--- src/rtl/bsalu_pkg.sv ---
package bsalu_pkg;

  localparam int unsigned CTRL_W = 4;

  typedef enum logic [1:0] {
    SEL_AND  = 2'b00,
    SEL_OR   = 2'b01,
    SEL_SUM  = 2'b10,
    SEL_LESS = 2'b11
  } slice_sel_e;

  localparam logic [CTRL_W-1:0] OP_AND = 4'b0000;
  localparam logic [CTRL_W-1:0] OP_OR  = 4'b0001;
  localparam logic [CTRL_W-1:0] OP_ADD = 4'b0010;
  localparam logic [CTRL_W-1:0] OP_SUB = 4'b0110;
  localparam logic [CTRL_W-1:0] OP_SLT = 4'b0111;
  localparam logic [CTRL_W-1:0] OP_NOR = 4'b1100;

  typedef struct packed {
    logic       inv_a;
    logic       neg_b;
    slice_sel_e sel;
    logic       known;
    logic       arith;
  } ctrl_fields_t;

  function automatic ctrl_fields_t decode_ctrl(input logic [CTRL_W-1:0] c);
    ctrl_fields_t f;
    f.inv_a = c[3];
    f.neg_b = c[2];
    f.sel   = slice_sel_e'(c[1:0]);
    f.known = (c == OP_AND) || (c == OP_OR) || (c == OP_ADD) ||
              (c == OP_SUB) || (c == OP_SLT) || (c == OP_NOR);
    f.arith = (c == OP_ADD) || (c == OP_SUB) || (c == OP_SLT);
    return f;
  endfunction

endpackage

--- src/rtl/alu_bit_slice.sv ---
module alu_bit_slice
  import bsalu_pkg::*;
(
  input  logic       a_i,
  input  logic       b_i,
  input  logic       cin_i,
  input  logic       less_i,
  input  logic       inv_a_i,
  input  logic       neg_b_i,
  input  slice_sel_e sel_i,
  output logic       res_o,
  output logic       cout_o
);

  logic a_eff, b_eff, sum;

  always_comb begin
    a_eff  = a_i ^ inv_a_i;
    b_eff  = b_i ^ neg_b_i;
    sum    = a_eff ^ b_eff ^ cin_i;
    cout_o = (a_eff & b_eff) | (a_eff & cin_i) | (b_eff & cin_i);
    unique case (sel_i)
      SEL_AND:  res_o = a_eff & b_eff;
      SEL_OR:   res_o = a_eff | b_eff;
      SEL_SUM:  res_o = sum;
      SEL_LESS: res_o = less_i;
      default:  res_o = 1'b0;
    endcase
  end

endmodule

--- src/rtl/alu_msb_slice.sv ---
module alu_msb_slice
  import bsalu_pkg::*;
(
  input  logic       a_i,
  input  logic       b_i,
  input  logic       cin_i,
  input  logic       less_i,
  input  logic       inv_a_i,
  input  logic       neg_b_i,
  input  slice_sel_e sel_i,
  output logic       res_o,
  output logic       cout_o,
  output logic       set_o,
  output logic       ovf_o
);

  logic a_eff, b_eff, sum;

  always_comb begin
    a_eff  = a_i ^ inv_a_i;
    b_eff  = b_i ^ neg_b_i;
    sum    = a_eff ^ b_eff ^ cin_i;
    cout_o = (a_eff & b_eff) | (a_eff & cin_i) | (b_eff & cin_i);
    // signed overflow: carry into the sign bit differs from carry out of it
    ovf_o  = cin_i ^ cout_o;
    // sign of the true (unbounded) difference
    set_o  = sum ^ ovf_o;
    unique case (sel_i)
      SEL_AND:  res_o = a_eff & b_eff;
      SEL_OR:   res_o = a_eff | b_eff;
      SEL_SUM:  res_o = sum;
      SEL_LESS: res_o = less_i;
      default:  res_o = 1'b0;
    endcase
  end

endmodule

--- src/rtl/alu_slice_array.sv ---
module alu_slice_array
  import bsalu_pkg::*;
#(
  parameter int unsigned WIDTH = 32
) (
  input  logic [WIDTH-1:0] a_i,
  input  logic [WIDTH-1:0] b_i,
  input  logic             inv_a_i,
  input  logic             neg_b_i,
  input  slice_sel_e       sel_i,
  output logic [WIDTH-1:0] res_o,
  output logic             cout_o,
  output logic             ovf_o
);

  localparam int unsigned MSB = WIDTH - 1;

  logic [WIDTH:0] carry;
  logic           set_w;

  assign carry[0] = neg_b_i;
  assign cout_o   = carry[WIDTH];

  for (genvar i = 0; i < WIDTH; i++) begin : g_slice
    if (i == MSB) begin : g_top
      alu_msb_slice u_msb (
        .a_i     (a_i[i]),
        .b_i     (b_i[i]),
        .cin_i   (carry[i]),
        .less_i  (1'b0),
        .inv_a_i (inv_a_i),
        .neg_b_i (neg_b_i),
        .sel_i   (sel_i),
        .res_o   (res_o[i]),
        .cout_o  (carry[i+1]),
        .set_o   (set_w),
        .ovf_o   (ovf_o)
      );
    end else begin : g_low
      alu_bit_slice u_bit (
        .a_i     (a_i[i]),
        .b_i     (b_i[i]),
        .cin_i   (carry[i]),
        .less_i  ((i == 0) ? set_w : 1'b0),
        .inv_a_i (inv_a_i),
        .neg_b_i (neg_b_i),
        .sel_i   (sel_i),
        .res_o   (res_o[i]),
        .cout_o  (carry[i+1])
      );
    end
  end

endmodule

--- src/rtl/bsalu_top.sv ---
module bsalu_top
  import bsalu_pkg::*;
#(
  parameter int unsigned WIDTH = 32
) (
  input  logic              clk,
  input  logic              rst,
  input  logic [WIDTH-1:0]  op_a,
  input  logic [WIDTH-1:0]  op_b,
  input  logic [CTRL_W-1:0] ctrl,
  output logic [WIDTH-1:0]  result,
  output logic              zero,
  output logic              carry_out,
  output logic              overflow
);

  ctrl_fields_t       dec;
  logic [WIDTH-1:0]   raw_res, res_next;
  logic               raw_cout, raw_ovf;
  logic [CTRL_W-1:0]  ctrl_q;

  assign dec = decode_ctrl(ctrl);

  alu_slice_array #(.WIDTH(WIDTH)) u_array (
    .a_i     (op_a),
    .b_i     (op_b),
    .inv_a_i (dec.inv_a),
    .neg_b_i (dec.neg_b),
    .sel_i   (dec.sel),
    .res_o   (raw_res),
    .cout_o  (raw_cout),
    .ovf_o   (raw_ovf)
  );

  assign res_next = dec.known ? raw_res : '0;

  always_ff @(posedge clk) begin
    if (rst) begin
      result    <= '0;
      zero      <= 1'b1;
      carry_out <= 1'b0;
      overflow  <= 1'b0;
      ctrl_q    <= OP_AND;
    end else begin
      result    <= res_next;
      zero      <= ~|res_next;
      carry_out <= dec.arith & raw_cout;
      overflow  <= dec.arith & raw_ovf;
      ctrl_q    <= ctrl;
    end
  end

  AST_ZERO_MATCH: assert property (@(posedge clk) disable iff (rst)
    zero == (result == '0));

  AST_SLT_ONE_BIT: assert property (@(posedge clk) disable iff (rst)
    (ctrl_q == OP_SLT) |-> (result[WIDTH-1:1] == '0));

  AST_UNKNOWN_CLEAR: assert property (@(posedge clk) disable iff (rst)
    !decode_ctrl(ctrl_q).known |-> (result == '0 && zero && !carry_out && !overflow));

  AST_LOGIC_NO_FLAGS: assert property (@(posedge clk) disable iff (rst)
    (ctrl_q == OP_AND || ctrl_q == OP_OR || ctrl_q == OP_NOR) |-> (!carry_out && !overflow));

  AST_RESET_CLEAR: assert property (@(posedge clk)
    rst |=> (result == '0 && zero && !carry_out && !overflow));

endmodule

--- config.mk ---
export PLATFORM = sky130hd
export DESIGN_NAME = bsalu_top
export DESIGN_NICKNAME = d
export VERILOG_FILES = /design/src/rtl/bsalu_pkg.sv /design/src/rtl/alu_bit_slice.sv /design/src/rtl/alu_msb_slice.sv /design/src/rtl/alu_slice_array.sv /design/src/rtl/bsalu_top.sv
export SDC_FILE = /design/constraint.sdc
export NUM_CORES = 1
export LEC_CHECK = 0
export CORE_MARGIN = 4
export CORE_UTILIZATION = 35
export CTS_BUF_LIST = sky130_fd_sc_hd__clkbuf_4 sky130_fd_sc_hd__clkbuf_8
export DETAILED_ROUTE_END_ITERATION = 7
export PLACE_DENSITY = 0.62
export RECOVER_POWER = 100
export SLEW_MARGIN = 40
export SYNTH_ARGS = -nofsm -noshare
export SYNTH_HDL_FRONTEND = slang
export SYNTH_SLANG_ARGS = --single-unit
--- constraint.sdc ---
create_clock -name clk -period 52.4 [get_ports clk]
set_input_delay 15.72 -clock clk [delete_from_list [all_inputs] [get_ports clk]]
set_output_delay 15.72 -clock clk [all_outputs]
set_load 0.05 [all_outputs]
* Word-level counts from Yosys, hierarchy flattened
Index checks and enable logic that the tools add are counted.
** Storage, ports and cells
- Bits in registers :: 35
- Bits of input ports :: 70
- Output and inout bits :: 35
- Word-level logic and storage cells :: 380
** Operators by class
- Equality and inequality tests :: 8
- Mux-type cells :: 33
- Bitwise gates (word level) :: 324
- Reductions and logical operators :: 11
** Operators with widths (number)
- 1-bit bitwise XOR :: 130
- 1-bit case mux with 4 select lines :: 32
- 1-bit bitwise AND :: 98
- 1-bit bitwise OR :: 96
- 32-bit 2-to-1 mux :: 1
- 32-bit OR reduction :: 1
- 4-bit by 3-bit == test with 1-bit output, second input constant :: 2
- 1-bit logical OR :: 7
- 2-bit == test, second input constant :: 2
- 4-bit by 1-bit == test with 1-bit output, second input constant :: 1
- 4-bit by 2-bit == test with 1-bit output, second input constant :: 1
- 4-bit == test, second input constant :: 1
- 4-bit zero test :: 1
- 2-bit by 1-bit == test with 1-bit output, second input constant :: 1
- 2-bit zero test :: 1
- 1-bit zero test :: 1

* Longest topological paths before layout
Gate-level depths: netlist of run 1.
- Depth after elaboration :: 103
- Gate-level depth with buffers :: 42

* Hierarchy
A second synthesis of run 1 with hierarchy kept.
** Second synthesis, totals
- Cell total of the unflattened synthesis :: 424
- Area, all modules :: 4556.9 um^2
** Modules (own cells, without submodules)
- alu_bit_slice :: instances 31, cells each 9, area an instance 96.3 um^2, sequential area each 0.0 um^2
- bsalu_top :: instances 1, cells each 130, area an instance 1430.1 um^2, sequential area each 700.7 um^2
- alu_msb_slice :: instances 1, cells each 14, area an instance 136.4 um^2, sequential area each 0.0 um^2
- alu_slice_array :: instances 1, cells each 1, area an instance 3.8 um^2, sequential area each 0.0 um^2

* Worst setup path before layout of run 1
OpenSTA, ideal clock, no wires.
- Kind :: input to register
- From :: in ctrl[3]
- To :: reg zero
- Setup time :: 70 ps
- Arrival :: 30078 ps
- Data required time :: 52330 ps
- Slack :: 22252 ps
- Stages on the path :: 41
- Buffers on the path :: 2
- Cells stage by stage :: clkbuf_1 clkbuf_1 xor2_1 inv_1 fa_1 fa_1 fa_1 fa_1 fa_1 fa_1 fa_1 fa_1 fa_1 fa_1 fa_1 fa_1 fa_1 fa_1 [... 5 more ...] fa_1 fa_1 fa_1 fa_1 fa_1 fa_1 fa_1 fa_1 fa_1 fa_1 fa_1 fa_1 and2_1 o32a_1 nand2_1 or4_1 or4_1 a21oi_1
** On the way
- Cells in the longest elaborated chain, start to end :: 103
** Ends and longest elaborated chain
- start, declared :: RTL line bsalu_top.sv:10 : input logic [CTRL_W-1:0] ctrl,
- 1-bit bitwise XOR :: RTL line alu_bit_slice.sv:18 : a_eff = a_i ^ inv_a_i;
- 1-bit bitwise AND, on equally long branches :: RTL line alu_bit_slice.sv:21, alu_bit_slice.sv:23
- 1-bit bitwise OR (2 in a row) :: RTL line alu_bit_slice.sv:21 : cout_o = (a_eff & b_eff) | (a_eff & cin_i) | (b_eff & cin_i);
- 1-bit bitwise AND :: RTL line alu_bit_slice.sv:21
- 1-bit bitwise OR (2 in a row) :: RTL line alu_bit_slice.sv:21
- 1-bit bitwise AND :: RTL line alu_bit_slice.sv:21
- 1-bit bitwise OR (2 in a row) :: RTL line alu_bit_slice.sv:21
- 1-bit bitwise AND :: RTL line alu_bit_slice.sv:21
- [... 83 more ...]
- 1-bit bitwise AND :: RTL line alu_msb_slice.sv:23 : cout_o = (a_eff & b_eff) | (a_eff & cin_i) | (b_eff & cin_i);
- 1-bit bitwise OR (2 in a row) :: RTL line alu_msb_slice.sv:23
- 1-bit bitwise XOR :: RTL line alu_msb_slice.sv:25 : ovf_o = cin_i ^ cout_o;
- 1-bit bitwise XOR :: RTL line alu_msb_slice.sv:27 : set_o = sum ^ ovf_o;
- 1-bit case mux with 4 select lines :: RTL line alu_bit_slice.sv:22 : unique case (sel_i)
- 32-bit 2-to-1 mux (*) :: RTL line bsalu_top.sv:35 : assign res_next = dec.known ? raw_res : '0;
- 32-bit OR reduction (*) :: RTL line bsalu_top.sv:46 : zero <= ~|res_next;
- 1-bit zero test (*) :: RTL line bsalu_top.sv:46
- end signal, assigned :: RTL line bsalu_top.sv:46
- end, declared :: RTL line bsalu_top.sv:12 : output logic zero,
Every way passes the cells marked *; elsewhere a longest branch is shown, timed or not.
A chain may end at the register's enable or synchronous reset.

* Worst setup path in the final report of run 1
Ends and elaborated chain as after synthesis.

==> impl.org, run 1 <==
** Die
- The region available for standard cell placement spans 11000 um2.
- 105 I/O pins were placed.
- Die X :: 115 um
- The die covers 13300 um2.
- After floorplanning, the core was divided into 38 placement rows.
- From bottom edge to top edge, the die measures 115 um.
- Starting utilization of the core area :: 36.4%

** GRT
- Number of antenna violations at the first check in global routing :: 1
- Global-route wire length before repair :: 16.0 mm
- Global routing used 14.8% of the available tracks across all layers.
- Largest net degree at the start of global routing :: 65
- The number of global-route vias before repair is 3518.
- The total overflow left after global routing is 0.

** Routing
- DRC errors left :: 0
- Total via count after detailed routing :: 3151
- Final WL :: 9.63 mm
- In the final routed layout, each cell accounts on average for 14.1 um.
- Pre-Repair DR Iteration Count :: 4
- The first routing iteration left 122 violations.
- Remaining antenna violation count :: 0
- DR vias/cell :: 4.63

** Synthesis
- By area, the combinational part of the netlist is dominated by adder cells.
- When the netlist entered floorplanning its net count stood at 618.
- Share of the synthesized area in compound gates (AO/OA/AOI/OAI) :: 9.77%
- Of the synthesized area, sequential elements account for 17.4%.
- Synthesis handed over a netlist of 452 instances.
- Xor/xnor cell area share of the yosys netlist :: 14.4%
- Seq cells post-synth :: 35
- Post-synthesis share of cell area spent on and, or, nand and nor gates :: 11.3%
- The Yosys step of the flow raised 0 warnings.
- Synthesis instantiated 34 different standard cells from the library.
- Summing the areas of all fa, ha and maj instances in the mapped netlist gives 35.9% of the synthesized area.
- Average size of a mapped cell :: 8.89 um2
- Mux cell area share after synthesis :: 1.31%
- Post-synthesis cell area :: 4020 um2

** Placed design
- At the end of routability-driven placement, the weighted congestion stood at 0.830.
- Post-placement cell count :: 673
- Port buffering added 104 buffers.
- Half-perimeter wire length of the detailed placement result :: 7.48 mm

** CTS
- The clock drives 35 sinks.
- CTS placed an instance of clkbuf_8 at the clock tree root.
- Clock buffer depth :: 2
- Clock-pin slew was measured on the worst setup and hold paths at 0.07 ns.
- Count of hold buffers inserted by post-cts repair :: 0
- Counting the buffers created by CTS gives 5.
- H-tree depth :: 2
- CTS tree :: yes
- Resized Gates After CTS :: 0
- The number of setup buffers added after CTS is 0.

** Finish
- Once layout is complete, the cells apart from fillers number 681.
- The post-route netlist has 2.96% of its cells at a drive strength greater than 1.
- Signed area change from the synthesized netlist to the final layout :: 29.6%
- Most frequent standard cell in the layout excluding fill and tap cells :: inv_1
- The filler cells instantiated in the layout total 1086.
- Final-stage net count :: 706
- Number of antenna diodes :: 0
- Leading cell types in the layout, fill and taps excluded :: inv_1 (70), xor2_1 (66), clkdlybuf4s50_1 (66), ha_1 (64), nor2_1 (43)

** STA
- Actual slew at the worst max-slew pin :: 2.43 ns
- Setup violations remaining at the end of the flow were counted as 0.
- The hold violation count in the final report was 0.
- Final critical delay including setup and external delays :: 31.75 ns
- Tightest hold margin :: 16.19 ns
- RSZ-0062 raised after global routing :: false
- Final critical-path share of the clock period :: 60.6%
- The max-slew violation count was 36.
- For this run, the top clock speed supported by timing is 0.0315 GHz.
- Worst relative slew slack :: -62.0%
- Total negative slack :: 0 ns

** Power and ir drop
- Switch Pwr :: 0.0422 mW
- Of the total power, registers draw 27.1%.
- P_leak :: 2.54 nW
- The clock network is responsible for 21.0% of the overall power.
- Internal power comes to 0.0639 mW.
- IR analysis of the VDD net gives a maximum drop of 0.0000113 V.
- Ratio of total power to cell area :: 20.4 nW/um2
- Of the total power, the share spent switching nets is 39.7%.
- The share of total power dissipated in combinational logic is 51.9%.

** Job
- Maximum capacitance violations :: 1

** Status
- Failing checks :: capacitance limit, slew limit
- The run finished, with violations left.

** Critical path
- Endpoint required time on the critical path :: 52.61 ns
- Sort of element at the end of the critical path :: register
- Classification of the worst setup path :: primary input to register
- Worst path slowest cell :: clkbuf_1
- Peak per-stage delay on the critical path :: 1.72 ns
- Maximum fanout along the worst path :: 35
- Arrival time of the worst setup path :: 31.96 ns
- Crit path top cell by count :: fa_1
- Element type at the critical path start :: primary input

** Worst hold path
- The worst hold path belongs to the class primary input to register.
==> synth_stat cells, drive strengths merged <==
| cell type | n | area [um2] |
|---|---|---|
| a21oi | 2 | 10.0 |
| a31oi | 1 | 6.26 |
| a41oi | 1 | 8.76 |
| and2 | 12 | 75.1 |
| buf | 15 | 93.8 |
| clkbuf | 12 | 45.0 |
| dfxtp | 35 | 701 |
| fa | 32 | 641 |
| ha | 64 | 801 |
| inv | 70 | 263 |
| mux2i | 3 | 30.0 |
| mux4 | 1 | 22.5 |
| nand2 | 28 | 105 |
| nand2b | 3 | 21.3 |
| nand4 | 4 | 25.0 |
| nor2 | 43 | 161 |
| nor2b | 4 | 25.0 |
| nor4 | 1 | 6.26 |
| nor4b | 1 | 8.76 |
| o21ai | 19 | 98.9 |
| o22a | 9 | 78.8 |
| o22ai | 10 | 62.6 |
| o31ai | 1 | 7.51 |
| o32a | 12 | 120 |
| or4 | 2 | 15.0 |
| or4b | 1 | 10.0 |
| xor2 | 66 | 578 |
==> state kept, by name (all words and copies together), names as in the netlist <==
| signal | cells |
|---|---|
| carry_out | 1 |
| zero | 1 |
| result | 32 |
| overflow | 1 |
==> per-layer routing <==
layer / GRT usage [%] / vias up / wire length, um
met4: 3.36 / 2 / 118
met5: 0 / - / 13
met2: 27.1 / 73 / 4900
met3: 2.89 / 13 / 456
met1: 17.8 / 1500 / 4140
li1: - / 1563 / -
==> worst paths after layout <==
path / slack, ns / cells past startpoint / end / startpoint
min: 16.19 / 4 / carry_out / ctrl[1]
max: 20.65 / 43 / zero / ctrl[3]
==> cell families (layout without fill, tap and decap cells) <==
| group | after synthesis | after routing |
|---|---|---|
| compound gates | 55 | 55 |
| mux | 4 | 4 |
| flops | 35 | 35 |
| xor+xnor | 66 | 66 |
| simple gates | 99 | 99 |
| buf+inv | 97 | 186 |
| fa+ha+maj | 96 | 96 |
==> stage by stage <==
| step | area (um2) | setup slack [ns] | util, % | power, mW |
|---|---|---|---|---|
| after floorplan | 4020 | 22.25 | - | 0.0686 |
| after detailed placement | 5120 | 21.67 | 46.4 | 0.0860 |
| after CTS | 5230 | 21.88 | 47.4 | 0.109 |
| after global routing | 5210 | 20.03 | 47.2 | 0.116 |
| after global placement | 5110 | 21.91 | 46.3 | 0.0845 |
| final | 5210 | 20.65 | 47.2 | 0.106 |
==> worst max-delay path: cells and delay by family <==
kind            cells  cell delay (ns)
compound gates      3             0.43
xor+xnor            1             0.25
fa+ha+maj          31            12.40
buf+inv             3             1.90
simple gates        5             1.23
==> power groups by stage <==
stage / combinational (mW) / sequential [mW] / clock, mW
2_1_floorplan: 0.0327 / 0.0359 / 0
3_3_place_gp: 0.0550 / 0.0295 / 0
3_5_place_dp: 0.0565 / 0.0295 / 0
4_1_cts: 0.0569 / 0.0289 / 0.0229
5_1_grt: 0.0629 / 0.0290 / 0.0243
6_report: 0.0551 / 0.0288 / 0.0222
==> area by class of cell <==
cell class                 count  area (um2)  share of cell area (%)
multi-input combinational    320        2910                    55.9
timing repair buffer         108        1050                    20.2
sequential                    35         701                    13.5
inverter                      70         263                    5.04
tap                          140         175                    3.36
clock buffer                   8         104                    1.99
Note: power is estimated with default switching activity, not from simulation.
==> inputs of run 2 (changes only) <==
--- a/config.mk
+++ b/config.mk
@@ -9,7 +9,7 @@
 export CORE_UTILIZATION = 35
 export CTS_BUF_LIST = sky130_fd_sc_hd__clkbuf_4 sky130_fd_sc_hd__clkbuf_8
 export DETAILED_ROUTE_END_ITERATION = 7
-export PLACE_DENSITY = 0.62
+export PLACE_DENSITY = 0.64
 export RECOVER_POWER = 100
 export SLEW_MARGIN = 40
 export SYNTH_ARGS = -nofsm -noshare
==> constraint.sdc (replaced) <==
create_clock -name clk -period 25.5 [get_ports clk]
set_input_delay 7.65 -clock clk [delete_from_list [all_inputs] [get_ports clk]]
set_output_delay 7.65 -clock clk [all_outputs]
set_load 0.05 [all_outputs]
==> run 2 against run 1 <==
The flow still finishes with violations (capacitance limit, slew limit); clock-buffer cell count shrank 1; first-iteration DRC count grew 30%; clock power grew 87%; die area is the same; critical path type unchanged; cell area shrank 0.12%; total power grew 100%.
==> impl.org, run 2 (synthesized netlist as in run 1, its figures left out) <==
** Status
- Status :: complete, but fails checks
- The final reports fail on capacitance limit, slew limit.

** CTS
- Clock buffer count from CTS :: 5 (unchanged)
- Resized Gates After CTS :: 0 (unchanged)
- H-tree depth :: 2 (unchanged)
- Clock buffer depth :: 2 (unchanged)
- Num Clock Sinks :: 35 (unchanged)
- The count of hold-fix buffers inserted at cts is 0 (unchanged).
- TritonCTS built the clock tree.
- Clock tree synthesis selected as its root buffer the cell clkbuf_8.
- Post-CTS setup repair buffer count :: 0 (unchanged)
- Clock-pin slew reported for the worst setup and hold paths after clock tree synthesis :: 0.07 ns (about the same)

** STA
- The final critical path takes up 92.0% of the cycle.
- Highest achievable clock rate :: 0.0426 GHz
- RSZ-0062 raised after global routing :: false
- The hold violation count in the final report came to 0 (unchanged).
- Slew Viols, Final :: 22 (-39%)
- The relative max-transition margin is -5.57% (+56 points).
- Final critical delay including setup and external delays :: 23.45 ns
- Actual slew at the worst max-slew pin :: 1.58 ns (-0.847 ns)
- The final number of setup-violating endpoints is 0 (unchanged).
- Total negative slack :: 0 ns (unchanged)

** Finish
- The post-layout utilization of the core is 47.2% (-0.057 points).
- Number of flip-flops under the largest register name :: 32 (unchanged)
- The register with the most flip-flops in the final layout is result.
- The antenna diode count was 0 (unchanged).
- Final-stage net count :: 706 (unchanged)
- Leading cell types in the layout, fill and taps excluded :: inv_1 (70), xor2_1 (66), clkdlybuf4s50_1 (66), ha_1 (64), nor2_1 (43)
- The area growth from synthesis to layout is 29.4%.
- Most frequent standard cell in the layout excluding fill and tap cells :: inv_1
- Fraction of final layout cells with drive strength greater than 1 :: 3.33% (+0.37 points)
- Fill cell total of the finished layout :: 1110 (+2.2%)

** Critical path
- The most numerous cell type found on the critical path is fa_1.
- Classification of the worst setup path :: primary input to register
- The worst stage delay on the critical path came to 1.20 ns (-0.52 ns).
- Worst path slowest cell :: clkbuf_1
- The data required time of the worst path is 25.71 ns (-26.90 ns).
- Element type at the critical path start :: primary input
- The worst setup path is captured at a register.
- The maximum fanout along the worst path came to 21 (-40%).
- Arrival time of the worst setup path :: 23.66 ns (-8.30 ns)

** Die
- The overall die area came to 13300 um2 (unchanged).
- The number of placed I/O pins came to 105 (unchanged).
- Standard-cell row count :: 38 (unchanged)
- The initial cell density of the core was 36.4% (unchanged).
- Floorplan die height :: 115 um (unchanged)
- Die X :: 115 um (unchanged)
- Core box area :: 11000 um2 (unchanged)

** GRT
- The initial antenna violation count came to 0 (-1).
- The largest net degree at the start of global routing is 65 (unchanged).
- The wire length of the first global-routing pass was 16.3 mm (+1.5%).
- The total routing resource utilization after global routing came to 15.4% (+0.61 points).
- The global-route congestion overflow total is 0 (unchanged).
- The number of global-route vias before repair came to 3518 (unchanged).

** Routing
- The number of vias per cell came to 4.70 (+1.6%).
- The number of iterations in the first detailed-routing pass was 4 (unchanged).
- Total via count after detailed routing :: 3202 (+1.6%)
- The total DRC errors in the routed layout was 0 (unchanged).
- Iteration-0 DRC Markers :: 158 (+30%)
- WL per Instance :: 14.5 um (+2.9%)
- Remaining antenna violation count :: 0 (unchanged)
- The sum of routed wire length over all layers was 9.91 mm (+2.9%).

** Placed design
- The sum of net half-perimeters after detailed placement is 7.68 mm (+2.7%).
- The placer congestion estimate came to 0.796 (-4.1%).
- Number of I/O port buffers :: 104 (unchanged)

** Power and ir drop
- The total power per unit cell area is 41.1 nW/um2 (+100%).
- Max IR drop VDD :: 0.0000195 V (+72%)
- P_leak :: 2.53 nW (-0.17%)

** Worst hold path
- The worst hold path begins at ctrl[3].
- Worst hold endpoint :: carry_out
- In this run the worst hold path is classified as primary input to register.
- The depth of the worst hold-timing path came to 3 (-1).

** Job
- Maximum capacitance violations :: 1 (unchanged)
## run 2: cell types whose count changed in the layout (fill, tap and decap cells not counted)
cell,change
clkbuf_8,-2
nand2b_2,+1
clkbuf_4,+1
and2_1,+1
clkinv_2,+1
nand2b_1,-1
a31oi_1,-1
a31oi_2,+1
and2_0,-1
## run 2: area by class of cell
type                            count  area [um2]  area share (%)
Inverter                           70         263            5.05
Multi-Input combinational cell    320        2920            56.2
Timing Repair Buffer              108        1050            20.2
Clock buffer                        7        83.8            1.61
Clock inverter                      1        5.00          0.0962
Sequential cell                    35         701            13.5
Tap cell                          140         175            3.37
## run 2: worst max-delay path, delay by kind of cell
kind	cells	cell delay, ns
adders and majority gates	31	12.38
xor gates and xnor gates	1	0.24
AOI/OAI and AO/OA	3	0.45
buffers and inverters	3	1.65
and+or+nand+nor	5	1.26
## run 2: per-stage QoR
stage	total power [mW]	worst slack [ns]	cells	hold WS (ns)	cell area [um2]
floorplan	0.141	3.42	452	7.73	4020
global placement	0.174	2.84	673	8.34	5110
detailed placement	0.176	2.53	673	8.40	5120
CTS	0.218	2.82	681	8.10	5210
global route	0.234	1.40	681	8.12	5200
finish	0.214	2.05	681	8.09	5200
## run 2: how the worst max path moves through the flow
stage          cells past startpoint   end  slack (ns)    start
2_1_floorplan                     41  zero        3.42  ctrl[3]
3_3_place_gp                      43  zero        2.84  ctrl[3]
3_5_place_dp                      43  zero        2.53  ctrl[3]
4_1_cts                           43  zero        2.82  ctrl[3]
5_1_grt                           43  zero        1.40  ctrl[3]
6_report                          43  zero        2.05  ctrl[3]
## run 2: layer usage
layer	part of all wire [%]	routed length, um	vias up	global-route usage, %
li1	-	-	1566	-
met1	43	4250	1517	18.8
met2	48	4790	100	26.5
met3	6.7	666	19	3.74
met5	0	0	-	0
met4	2.0	202	0	5.09
## run 2: report_power, final
group | internal (mW) | total (mW) | switching [mW]
combinational | 0.0472 | 0.113 | 0.0659
clock | 0.0213 | 0.0415 | 0.0202
sequential | 0.0583 | 0.0593 | 0.000935
==> inputs of run 3 (changes only) <==
--- a/config.mk
+++ b/config.mk
@@ -7,7 +7,6 @@
 export LEC_CHECK = 0
 export CORE_MARGIN = 4
 export CORE_UTILIZATION = 35
-export CTS_BUF_LIST = sky130_fd_sc_hd__clkbuf_4 sky130_fd_sc_hd__clkbuf_8
 export DETAILED_ROUTE_END_ITERATION = 7
 export PLACE_DENSITY = 0.64
 export RECOVER_POWER = 100
==> run 3 against run 2 <==
The run still ends with capacitance limit, slew limit left; via count fell by 0.28%; total power rose by 7.8%; routed wire length rose by 0.27%; critical endpoint unchanged; clock-buffer cell count did not move; sequential cell count did not move; fmax barely moved; cell area rose by 0.94%; cell count did not move; global-route usage did not move; sequential share of layout area fell by 0.13 points; first-iteration DRC count fell by 7.6%; non-clock buffer count did not move.
==> impl.org, run 3 (synthesized netlist as in run 1, its figures left out) <==
** Status
- The run finished, with violations left.
- The final reports fail on capacitance limit, slew limit.

** Finish
- Leading cell types in the layout, fill and taps excluded :: inv_1 (70), xor2_1 (66), clkdlybuf4s50_1 (66), ha_1 (64), nor2_1 (43)
- Signed area change from the synthesized netlist to the final layout :: 30.6%
- The cell area after layout is 5250 um2 (+0.94%).
- Largest reg by FF count :: result
- The fraction of final layout cells with drive strength greater than 1 was 2.96% (-0.37 points).
- Most frequent standard cell in the layout excluding fill and tap cells :: inv_1
- The final net count was 706 (unchanged).
- The number of flip-flops in the largest register came to 32 (unchanged).
- The antenna diode count is 0 (unchanged).
- Utilization of the core after routing :: 47.6% (+0.44 points)

** Routing
- Total via count after detailed routing :: 3193 (-0.28%)
- The remaining antenna violation count was 0 (unchanged).
- Iteration-0 DRC Markers :: 146 (-7.6%)
- The number of vias per cell came to 4.69 (-0.28%).
- DRC errors left :: 0 (unchanged)
- Routed length on met2 :: 4.87 mm (+1.7%)
- The highest metal layer carrying signal wires in the routed design is met4.
- The total length of routed met3 wires came to 608 um (-8.7%).
- Final WL :: 9.93 mm (+0.27%)
- The routed length per instance came to 14.6 um (+0.27%).
- The number of iterations in the first detailed-routing pass was 4 (unchanged).
- The wire length on met1 came to 4.30 mm (+1.1%).

** Power and ir drop
- Pint :: 0.142 mW (+12%)
- Max IR drop VDD :: 0.0000314 V (+61%)
- Power share of the clock group :: 25.2% (+5.8 points)
- The total power per unit cell area was 43.9 nW/um2 (+6.8%).
- The fraction of power spent switching nets was 38.5% (-2.1 points).
- The combinational power share was 49.0% (-3.9 points).
- The part of the total power dissipated in sequential elements was 25.8% (-1.9 points).
- P_leak :: 2.55 nW (+0.74%)
- The power dissipated by switching net loads was 0.0888 mW (+2.2%).

** CTS
- Num Clock Sinks :: 35 (unchanged)
- The maximum count of clock buffers along a single path was 2 (unchanged).
- Clock Root Buffer :: clkbuf_16
- The number of setup buffers added after CTS was 0 (unchanged).
- The count of hold-fix buffers inserted at cts was 0 (unchanged).
- The number of cells upsized or downsized after cts was 0 (unchanged).
- The total clock buffers created by CTS was 5 (unchanged).
- TritonCTS built the clock tree.
- H-tree depth :: 2 (unchanged)
- Clock-pin slew reported for the worst setup and hold paths after clock tree synthesis :: 0.05 ns (-0.02 ns)

** STA
- Highest achievable clock rate :: 0.0426 GHz (about the same)
- Tightest hold margin :: 8.10 ns (+0.0138 ns)
- RSZ-0062 raised after global routing :: false
- The period utilization is 92.0% (about the same).
- The post-route minimum period was 23.46 ns (+0.0123 ns).
- The max-slew violation count is 22 (unchanged).
- Worst relative slew slack :: -4.58% (+0.99 points)
- Total negative slack :: 0 ns (unchanged)
- Actual slew at the worst max-slew pin :: 1.57 ns (-0.0149 ns)
- Hold Violations, Final :: 0 (unchanged)
- The final number of setup-violating endpoints is 0 (unchanged).

** Die
- Die X :: 115 um (unchanged)
- The die height came to 115 um (unchanged).
- Core box area :: 11000 um2 (unchanged)
- I/O pin total :: 105 (unchanged)
- Starting utilization of the core area :: 36.4% (unchanged)
- The number of placement rows was 38 (unchanged).
- The overall die area was 13300 um2 (unchanged).

** Placed design
- Half-perimeter wire length of the detailed placement result :: 7.68 mm (unchanged)
- Number of I/O port buffers :: 104 (unchanged)
- RePlAce Congestion :: 0.796 (unchanged)
- Cell area reported after detailed placement :: 5120 um2 (unchanged)

** Worst hold path
- The depth of the worst hold-timing path was 3 (unchanged).
- The tightest min-delay check is of the primary input to register type.

** GRT
- The initial antenna violation count came to 0 (unchanged).
- The total routing resource utilization after global routing was 15.4% (unchanged).
- The number of global-route vias before repair came to 3496 (-0.63%).
- Remaining global-route overflow :: 0 (unchanged)
- Largest net degree at the start of global routing :: 65 (unchanged)
- The wire length of the first global-routing pass is 16.3 mm (about the same).

** Critical path
- Classification of the worst setup path :: primary input to register
- The slowest stage of the critical path is the clkbuf_1 cell.
- Sort of element at the end of the critical path :: register
- Maximum fanout along the worst path :: 21 (unchanged)
- The number of buffers and inverters on the critical path came to 3 (unchanged).
- Endpoint required time on the critical path :: 25.70 ns (about the same)
- STA classifies the critical path startpoint as a primary input.
- Crit path top cell by count :: fa_1
- Peak per-stage delay on the critical path :: 1.19 ns (about the same)
- The number of gates on the worst path with buffers counted was 43 (unchanged).
- Arrival time of the worst setup path :: 23.66 ns (about the same)
- CP delay by family, top :: adder cells

** Job
- Maximum capacitance violations :: 1 (unchanged)
-- run 3: cell counts in the layout (fill, tap and decap cells not counted) --
Identical to the previous run, type by type.
-- run 3: power by group through the flow --
stage / Clock, mW / Combinational, mW / Sequential [mW]
floorplan: 0 / 0.0672 / 0.0737
global placement: 0 / 0.113 / 0.0608
detailed placement: 0 / 0.115 / 0.0608
CTS: 0.0597 / 0.116 / 0.0597
global route: 0.0624 / 0.128 / 0.0599
finish: 0.0582 / 0.113 / 0.0594
-- run 3: area by class of cell --
| class | instances | area (um2) |
|---|---|---|
| repair buffers | 108 | 1050 |
| flip-flops and latches | 35 | 701 |
| well taps | 140 | 175 |
| clock buffers | 7 | 133 |
| fillers | 1102 | 5780 |
| inverters | 70 | 263 |
| multi-input cells | 320 | 2920 |
| clock inverters | 1 | 5.00 |
-- run 3: worst paths after layout --
path                  startpoint   endpoint  slack (ns)
worst max-delay path     ctrl[3]       zero        2.04
worst min-delay path     ctrl[3]  carry_out        8.10
-- run 3: tightest hold or removal path: cells and delay by family --
kind | cells | cell delay [ns]
buffers and inverters | 1 | 0.36
and+or+nand+nor | 2 | 0.31
-- run 3: metrics by stage --
step / std cells / power [mW] / worst slack [ns]
final: 681 / 0.231 / 2.04
after detailed placement: 673 / 0.176 / 2.53
after global placement: 673 / 0.174 / 2.84
after CTS: 681 / 0.235 / 2.81
after floorplan: 452 / 0.141 / 3.42
after global routing: 681 / 0.250 / 1.40
-- run 3: per-layer routing --
metal	vias to the layer above	GRT usage, %
li1	1565	-
met1	1531	19.0
met2	85	27.0
met3	12	3.05
met4	0	4.69
met5	-	0
